## src/rtl/cfg_lock_pkg.sv

```systemverilog
package cfg_lock_pkg;
  typedef enum logic [2:0] {
    PS_RUN        = 3'd0,
    PS_SLEEP      = 3'd1,
    PS_WARM       = 3'd2,
    PS_HIB_ENTER  = 3'd3,
    PS_HIB_RESUME = 3'd4
  } pwr_state_e;

  localparam int STAT_LOCK_BIT = 0;
  localparam int STAT_WIN_BIT  = 1;
endpackage

```

## src/rtl/cfg_lock_ctrl.sv

```systemverilog
module cfg_lock_ctrl
  import cfg_lock_pkg::*;
(
  input  logic       clk,
  input  logic       rst_n,
  input  logic       wr_en,
  input  logic       rs_en,
  input  logic       rs_done,
  input  logic       rs_lock,
  input  logic       lock_set,
  input  logic [2:0] pwr_state,
  output logic       wr_ok,
  output logic       rs_ok,
  output logic       lock,
  output logic       win,
  output logic       viol
);
  logic       lock_q, lock_d;
  logic       win_q, win_d;
  logic       viol_q, viol_d;
  logic [2:0] ps_q;
  logic       resume_now, resume_edge, done_ok;

  // next-state logic
  always_comb begin
    resume_now  = (pwr_state == PS_HIB_RESUME);
    resume_edge = resume_now && (ps_q != PS_HIB_RESUME);
    done_ok     = win_q && rs_done;
    wr_ok       = wr_en && !lock_q && !win_q;
    rs_ok       = rs_en && win_q;
    win_d       = resume_now && (resume_edge || win_q) && !done_ok;
    lock_d      = (done_ok ? rs_lock : lock_q) | lock_set;
    viol_d      = (wr_en && !wr_ok) || (rs_en && !rs_ok);
  end

  // state registers
  always_ff @(posedge clk or negedge rst_n) begin
    if (!rst_n) begin
      lock_q <= 1'b0;
      win_q  <= 1'b0;
      viol_q <= 1'b0;
      ps_q   <= PS_RUN;
    end else begin
      lock_q <= lock_d;
      win_q  <= win_d;
      viol_q <= viol_d;
      ps_q   <= pwr_state;
    end
  end

  assign lock = lock_q;
  assign win  = win_q;
  assign viol = viol_q;

  // a set lock stays set unless a restore completes
  assert_lock_sticky_R5: assert property (@(posedge clk) disable iff (!rst_n)
    (lock_q && !(win_q && rs_done)) |=> lock_q);

  // the window never opens away from the resume code
  assert_win_only_resume_R7: assert property (@(posedge clk) disable iff (!rst_n)
    (!win_q && (pwr_state != PS_HIB_RESUME)) |=> !win_q);

  // restore completion always closes the window
  assert_done_closes_R7: assert property (@(posedge clk) disable iff (!rst_n)
    (win_q && rs_done) |=> !win_q);

  // refused ordinary write is flagged one cycle later
  assert_refused_flag_R4: assert property (@(posedge clk) disable iff (!rst_n)
    (wr_en && (lock_q || win_q)) |=> viol_q);

  // restore completion installs the saved lock value
  assert_restore_lock_R9: assert property (@(posedge clk) disable iff (!rst_n)
    (win_q && rs_done && rs_lock) |=> lock_q);
endmodule

```

## src/rtl/cfg_reg_bank.sv

```systemverilog
module cfg_reg_bank #(
  parameter int NREGS = 4,
  parameter int DW    = 32,
  parameter logic [DW-1:0] RST_VAL = '1,
  localparam int AW  = (NREGS > 1) ? $clog2(NREGS) : 1,
  localparam int BEW = DW / 8
) (
  input  logic                clk,
  input  logic                rst_n,
  input  logic                wr_ok,
  input  logic [AW-1:0]       wr_addr,
  input  logic [BEW-1:0]      wr_be,
  input  logic [DW-1:0]       wr_data,
  input  logic                rs_ok,
  input  logic [AW-1:0]       rs_addr,
  input  logic [DW-1:0]       rs_data,
  output logic [NREGS*DW-1:0] regs_flat
);
  for (genvar r = 0; r < NREGS; r++) begin : g_reg
    logic hit_wr, hit_rs;
    assign hit_wr = wr_ok && (wr_addr == AW'(r));
    assign hit_rs = rs_ok && (rs_addr == AW'(r));
    for (genvar b = 0; b < BEW; b++) begin : g_byte
      logic [7:0] byte_q, byte_d;
      logic       byte_en;
      always_comb begin
        byte_en = hit_rs || (hit_wr && wr_be[b]);
        byte_d  = hit_rs ? rs_data[b*8 +: 8] : wr_data[b*8 +: 8];
      end
      always_ff @(posedge clk or negedge rst_n) begin
        if (!rst_n)       byte_q <= RST_VAL[b*8 +: 8];
        else if (byte_en) byte_q <= byte_d;
      end
      assign regs_flat[r*DW + b*8 +: 8] = byte_q;
    end
  end

  // without a grant the bank keeps its contents
  assert_hold_no_grant_R3: assert property (@(posedge clk) disable iff (!rst_n)
    (!wr_ok && !rs_ok) |=> $stable(regs_flat));

  // the controller never grants both paths at once
  assert_grants_exclusive_R8: assert property (@(posedge clk) disable iff (!rst_n)
    !(wr_ok && rs_ok));
endmodule

```

## src/rtl/cfg_rd_port.sv

```systemverilog
module cfg_rd_port
  import cfg_lock_pkg::*;
#(
  parameter int NREGS = 4,
  parameter int DW    = 32,
  parameter int RAW   = 3
) (
  input  logic                clk,
  input  logic                rst_n,
  input  logic                rd_en,
  input  logic [RAW-1:0]      rd_addr,
  input  logic [NREGS*DW-1:0] regs_flat,
  input  logic                lock,
  input  logic                win,
  output logic [DW-1:0]       rd_data,
  output logic                rd_valid
);
  logic [DW-1:0] sel_d, data_q;
  logic          valid_q;

  always_comb begin
    sel_d = '0;
    for (int i = 0; i < NREGS; i++) begin
      if (rd_addr == RAW'(i)) sel_d = regs_flat[i*DW +: DW];
    end
    if (rd_addr == RAW'(NREGS)) begin
      sel_d[STAT_LOCK_BIT] = lock;
      sel_d[STAT_WIN_BIT]  = win;
    end
  end

  always_ff @(posedge clk or negedge rst_n) begin
    if (!rst_n) begin
      data_q  <= '0;
      valid_q <= 1'b0;
    end else begin
      valid_q <= rd_en;
      if (rd_en) data_q <= sel_d;
    end
  end

  assign rd_data  = data_q;
  assign rd_valid = valid_q;

  assert_read_valid_R10: assert property (@(posedge clk) disable iff (!rst_n)
    rd_en |=> rd_valid);

  assert_read_idle_R10: assert property (@(posedge clk) disable iff (!rst_n)
    !rd_en |=> !rd_valid);
endmodule

```

## src/rtl/cfg_lock_bank.sv

```systemverilog
module cfg_lock_bank #(
  parameter int NREGS = 4,
  parameter int DW    = 32,
  localparam int AW  = (NREGS > 1) ? $clog2(NREGS) : 1,
  localparam int BEW = DW / 8,
  localparam int RAW = $clog2(NREGS + 1)
) (
  input  logic           clk,
  input  logic           rst_n,
  input  logic           wr_en,
  input  logic [AW-1:0]  wr_addr,
  input  logic [BEW-1:0] wr_be,
  input  logic [DW-1:0]  wr_data,
  input  logic           lock_set,
  input  logic [2:0]     pwr_state,
  input  logic           rs_en,
  input  logic [AW-1:0]  rs_addr,
  input  logic [DW-1:0]  rs_data,
  input  logic           rs_lock,
  input  logic           rs_done,
  input  logic           rd_en,
  input  logic [RAW-1:0] rd_addr,
  output logic [DW-1:0]  rd_data,
  output logic           rd_valid,
  output logic           viol
);
  logic                wr_ok, rs_ok, lock, win;
  logic [NREGS*DW-1:0] regs_flat;

  cfg_lock_ctrl u_ctrl (
    .clk       (clk),
    .rst_n     (rst_n),
    .wr_en     (wr_en),
    .rs_en     (rs_en),
    .rs_done   (rs_done),
    .rs_lock   (rs_lock),
    .lock_set  (lock_set),
    .pwr_state (pwr_state),
    .wr_ok     (wr_ok),
    .rs_ok     (rs_ok),
    .lock      (lock),
    .win       (win),
    .viol      (viol)
  );

  cfg_reg_bank #(.NREGS(NREGS), .DW(DW)) u_bank (
    .clk       (clk),
    .rst_n     (rst_n),
    .wr_ok     (wr_ok),
    .wr_addr   (wr_addr),
    .wr_be     (wr_be),
    .wr_data   (wr_data),
    .rs_ok     (rs_ok),
    .rs_addr   (rs_addr),
    .rs_data   (rs_data),
    .regs_flat (regs_flat)
  );

  cfg_rd_port #(.NREGS(NREGS), .DW(DW), .RAW(RAW)) u_rd (
    .clk       (clk),
    .rst_n     (rst_n),
    .rd_en     (rd_en),
    .rd_addr   (rd_addr),
    .regs_flat (regs_flat),
    .lock      (lock),
    .win       (win),
    .rd_data   (rd_data),
    .rd_valid  (rd_valid)
  );
endmodule

```

## config.mk

```make
export PLATFORM = sky130hd
export DESIGN_NAME = cfg_lock_bank
export DESIGN_NICKNAME = d
export VERILOG_FILES = /design/src/rtl/cfg_lock_pkg.sv /design/src/rtl/cfg_lock_ctrl.sv /design/src/rtl/cfg_reg_bank.sv /design/src/rtl/cfg_rd_port.sv /design/src/rtl/cfg_lock_bank.sv
export SDC_FILE = /design/constraint.sdc
export NUM_CORES = 1
export LEC_CHECK = 0
export ABC_AREA = 1
export BUFFER_PORTS_ARGS = -buffer_cell sky130_fd_sc_hd__buf_2
export CAP_MARGIN = 20
export CORE_ASPECT_RATIO = 0.9
export CORE_MARGIN = 3
export CORE_UTILIZATION = 60
export DETAILED_ROUTE_END_ITERATION = 6
export GPL_TIMING_DRIVEN = 0
export PLACE_DENSITY = 0.82
export REMOVE_ABC_BUFFERS = 1
export SLEW_MARGIN = 20
export SYNTH_ARGS = -nofsm -noshare
export SYNTH_HDL_FRONTEND = slang
export SYNTH_SLANG_ARGS = --single-unit
```

## constraint.sdc

```tcl
create_clock -name clk -period 3.2 [get_ports clk]
set_clock_uncertainty 0.15 [all_clocks]
set_input_delay 0.16 -clock clk [delete_from_list [all_inputs] [get_ports clk]]
set_output_delay 0.16 -clock clk [all_outputs]
set_load 0.02 [all_outputs]
```

==> flow_summary_export.csv <==
group,metric,value,unit
placed_design,place.gp.congestion,0.806,
yosys,ys_ff_latch,167,
sta,period_minus_slack,2.77,ns
placed_design,dp_hpwl,15500,µm
global_route,grt_first_pass_wirelength,44900,µm
route,num_vias,9577,
floorplanning,start_util,0.624,
worst_setup_path,cp-start-kind,"flop",
finish,layoutNonFillerInstCount,1673,
clocking,cts.clk_slew.worst_paths,0.07,ns
route,drt_pass1_iterations,7,
worst_setup_path,worst-setup-path-type,"reg -> reg",
floorplanning,die_h,124,µm
route,drc,2,
hold_path,holdCritPathClass,"in -> reg",
flow_run,drv_cap,0,
placed_design,port_buffers,119,
floorplanning,rows,42,
sta,fmax,0.361,GHz
sta,fin_tns_setup,0,ns
route,drtIter0Drc,1284,
global_route,met1_usage,0.437,
yosys,synth_top_area_cell,"dfstp_2",
worst_setup_path,end_kind,"flop",
yosys,syn_area,9340,µm²
pwr,p_per_area,533,nW/µm²
status,status,"complete, but fails checks",
global_route,met2_usage,0.515,
yosys,synth_common_cells,"489 x nand2_1, 164 x nand3_1, 163 x o21ai_0",
placed_design,dp_cells,1535,
clocking,cts_root_buffer,"clkbuf_16",
floorplanning,io_pins,120,
worst_setup_path,worstPathArrival,3.00,ns
yosys,seq_area_frac_synth,0.465,
pwr,pwr-share-seq,0.486,
worst_setup_path,reg2reg_depth,8,
global_route,grt_overflow,0,
yosys,synthCells,1267,
global_route,top_usage_layer,"met2",
placed_design,place_area,10100,µm²
finish,area_growth_syn_to_layout,25.9,%
clocking,h-tree-depth,4,
clocking,cts_tree,"done",
sta,min_period_over_period,0.865,
yosys,yosys_warnings,0,
worst_setup_path,required,3.43,ns
status,violations,"design-rule violations",
clocking,cts.sinks,167,
route,antenna_left,0,
yosys,synthDistinctLibCells,25,
hold_path,hold_depth,5,
route,drt-vias-per-instance,5.72,
sta,slew_violations,0,
sta,setup_viol,0,
route,wl_per_cell,16.2,µm
clocking,worst_skew_pair.late_latency,0.44,ns
floorplanning,core,15000,µm²
yosys,synth-edff-count,0,
yosys,yosysMostFrequentCell,"nand2_1",
global_route,grt_antenna_before_repair,2,
pwr,combinationalPowerShare,0.176,
pwr,clockPowerShare,0.338,
finish,drive_above_1_share,0.227,
yosys,async_reset_ff_frac,1.00,
finish,fin_nets,1546,
finish,postLayoutCellArea,11800,µm²
yosys,synth_flop_cell,"dfstp_2",
pwr,cellLeakagePower,5.92,nW
floorplanning,die_w,138,µm
sta,relSlewSlack,0.464,
route,drt-total-wl,27200,µm
global_route,met3_usage,0.0630,
global_route,grt_pass1_vias,9185,
pwr,switching_power,1.74,mW
global_route,grt_max_degree,87,
clocking,cts_resized,0,
pwr,switching_share,0.277,
floorplanning,dieArea,17100,µm²
worst_setup_path,critPathMaxFanout,56,
yosys,avgSynthCellArea,7.37,µm²
clocking,cts_buffer_depth,2,
pwr,vdd_drop_max,0.437,mV
clocking,cts_buffers,17,
pwr,p_int,4.54,mW
yosys,synth_top_area_frac,0.360,
sta,rsz0062_at_grt,"no",
global_route,grt_usage,0.327,
sta,hold_viol,0,
sta,tightest_slew,0.800,ns
yosys,synth_area_leaders,"dfstp_2 36%, nand2_1 20%, dfrtp_1 10%, nand3_1 8.8%, o21ai_0 8.7%",
[cells in the final DEF, fill, tap and decap left out, drive strengths merged]
cell type	count
nand2	505
nand3	168
o21ai	163
buf	132
dfstp	128
dlygate4sd3	104
nor2	97
inv	82
dfrtp	39
clkbuf	19
nand4	18
clkinv	10
bufinv	3
nor3	3
diode	2
a31oi	1
a21oi	1
[per-layer routing]
layer	wire [µm]	vias up
met1	10900	4510
met4	859	0
met2	13100	508
met3	2340	88
met5	0	-
li1	-	4471
[power groups by stage]
stage / registers, mW / logic (mW) / clock network (mW)
2_1_floorplan: 3.06 / 0.605 / 0
3_3_place_gp: 3.04 / 0.918 / 0
3_5_place_dp: 3.07 / 0.978 / 0
4_1_cts: 3.04 / 1.09 / 2.13
5_1_grt: 3.10 / 1.26 / 2.22
6_report: 3.05 / 1.10 / 2.12
[cells by family (layout without fill, tap and decap cells)]
group | Yosys count | count (layout) | share of synthesized area
AO/OA/AOI/OAI | 165 | 165 | 0.0885
buffers and inverters | 144 | 350 | 0.0697
flip-flops | 167 | 167 | 0.465
other | 0 | 2 | 0
AND/OR/NAND/NOR | 791 | 791 | 0.377
[sequential cells by signal, indices dropped and copies added, names as in the netlist]
register                count
u_ctrl.lock                 1
u_ctrl.win                  1
u_ctrl.viol                 1
u_rd.rd_valid               1
u_ctrl.ps_q                 3
u_bank.g.g_byte.byte_q    128
u_rd.rd_data               32
[cell type report]
cell class | count | area (µm²)
antenna | 2 | 5.00
clock buffer | 19 | 443
clock inverter | 13 | 155
fill | 1046 | 3220
inverter | 82 | 308
multi-input combinational | 956 | 4400
sequential | 167 | 4340
tap | 198 | 248
timing repair buffer | 236 | 1860
[per-stage QoR]
| step | hold slack, ns | total power, mW | utilization | setup slack, ns |
|---|---|---|---|---|
| after global routing | 0.0642 | 6.58 | 0.785 | 0.236 |
| after floorplan | -0.286 | 3.66 | - | 0.779 |
| after detailed placement | 0.0395 | 4.04 | 0.675 | 0.898 |
| final | 0.0385 | 6.27 | 0.785 | 0.432 |
| after CTS | 0.00582 | 6.26 | 0.784 | 0.555 |
| after global placement | 0.134 | 3.96 | 0.657 | -1.12 |
[critical path, cell delays in order (launching register included)]
cell	delay (ns)
dfrtp_1	0.50
nand2_1	0.12
inv_2	0.18
nand3_4	0.45
buf_12	0.38
o21ai_0	0.19
dlygate4sd3_1	0.58
nand2_1	0.06
nand2_1	0.06
[worst paths after layout]
check                                              start                                               to  slack (ns)
worst min register to register  u_ctrl.ps_q[2]$_DFF_PN0_                             u_ctrl.win$_DFF_PN0_        0.32
max in group asynchronous                          rst_n  u_bank.g_reg[1].g_byte[0].byte_q[4]$_DFFE_PN1P_        1.90
worst max register to register      u_ctrl.win$_DFF_PN0_  u_bank.g_reg[2].g_byte[1].byte_q[2]$_DFFE_PN1P_        0.43
min in group asynchronous                          rst_n                     u_rd.rd_data[29]$_DFFE_PN0P_        0.15
worst min-delay path                         rs_data[25]  u_bank.g_reg[2].g_byte[3].byte_q[1]$_DFFE_PN1P_        0.04
worst max-delay path                u_ctrl.win$_DFF_PN0_  u_bank.g_reg[2].g_byte[1].byte_q[2]$_DFFE_PN1P_        0.43
[repair_timing]
action,4_1_cts,5_1_grt
hold endpoints to repair,214,0
hold buffers,104,0
setup buffers,0,0
No activity file was read; power rests on OpenSTA's default activity.
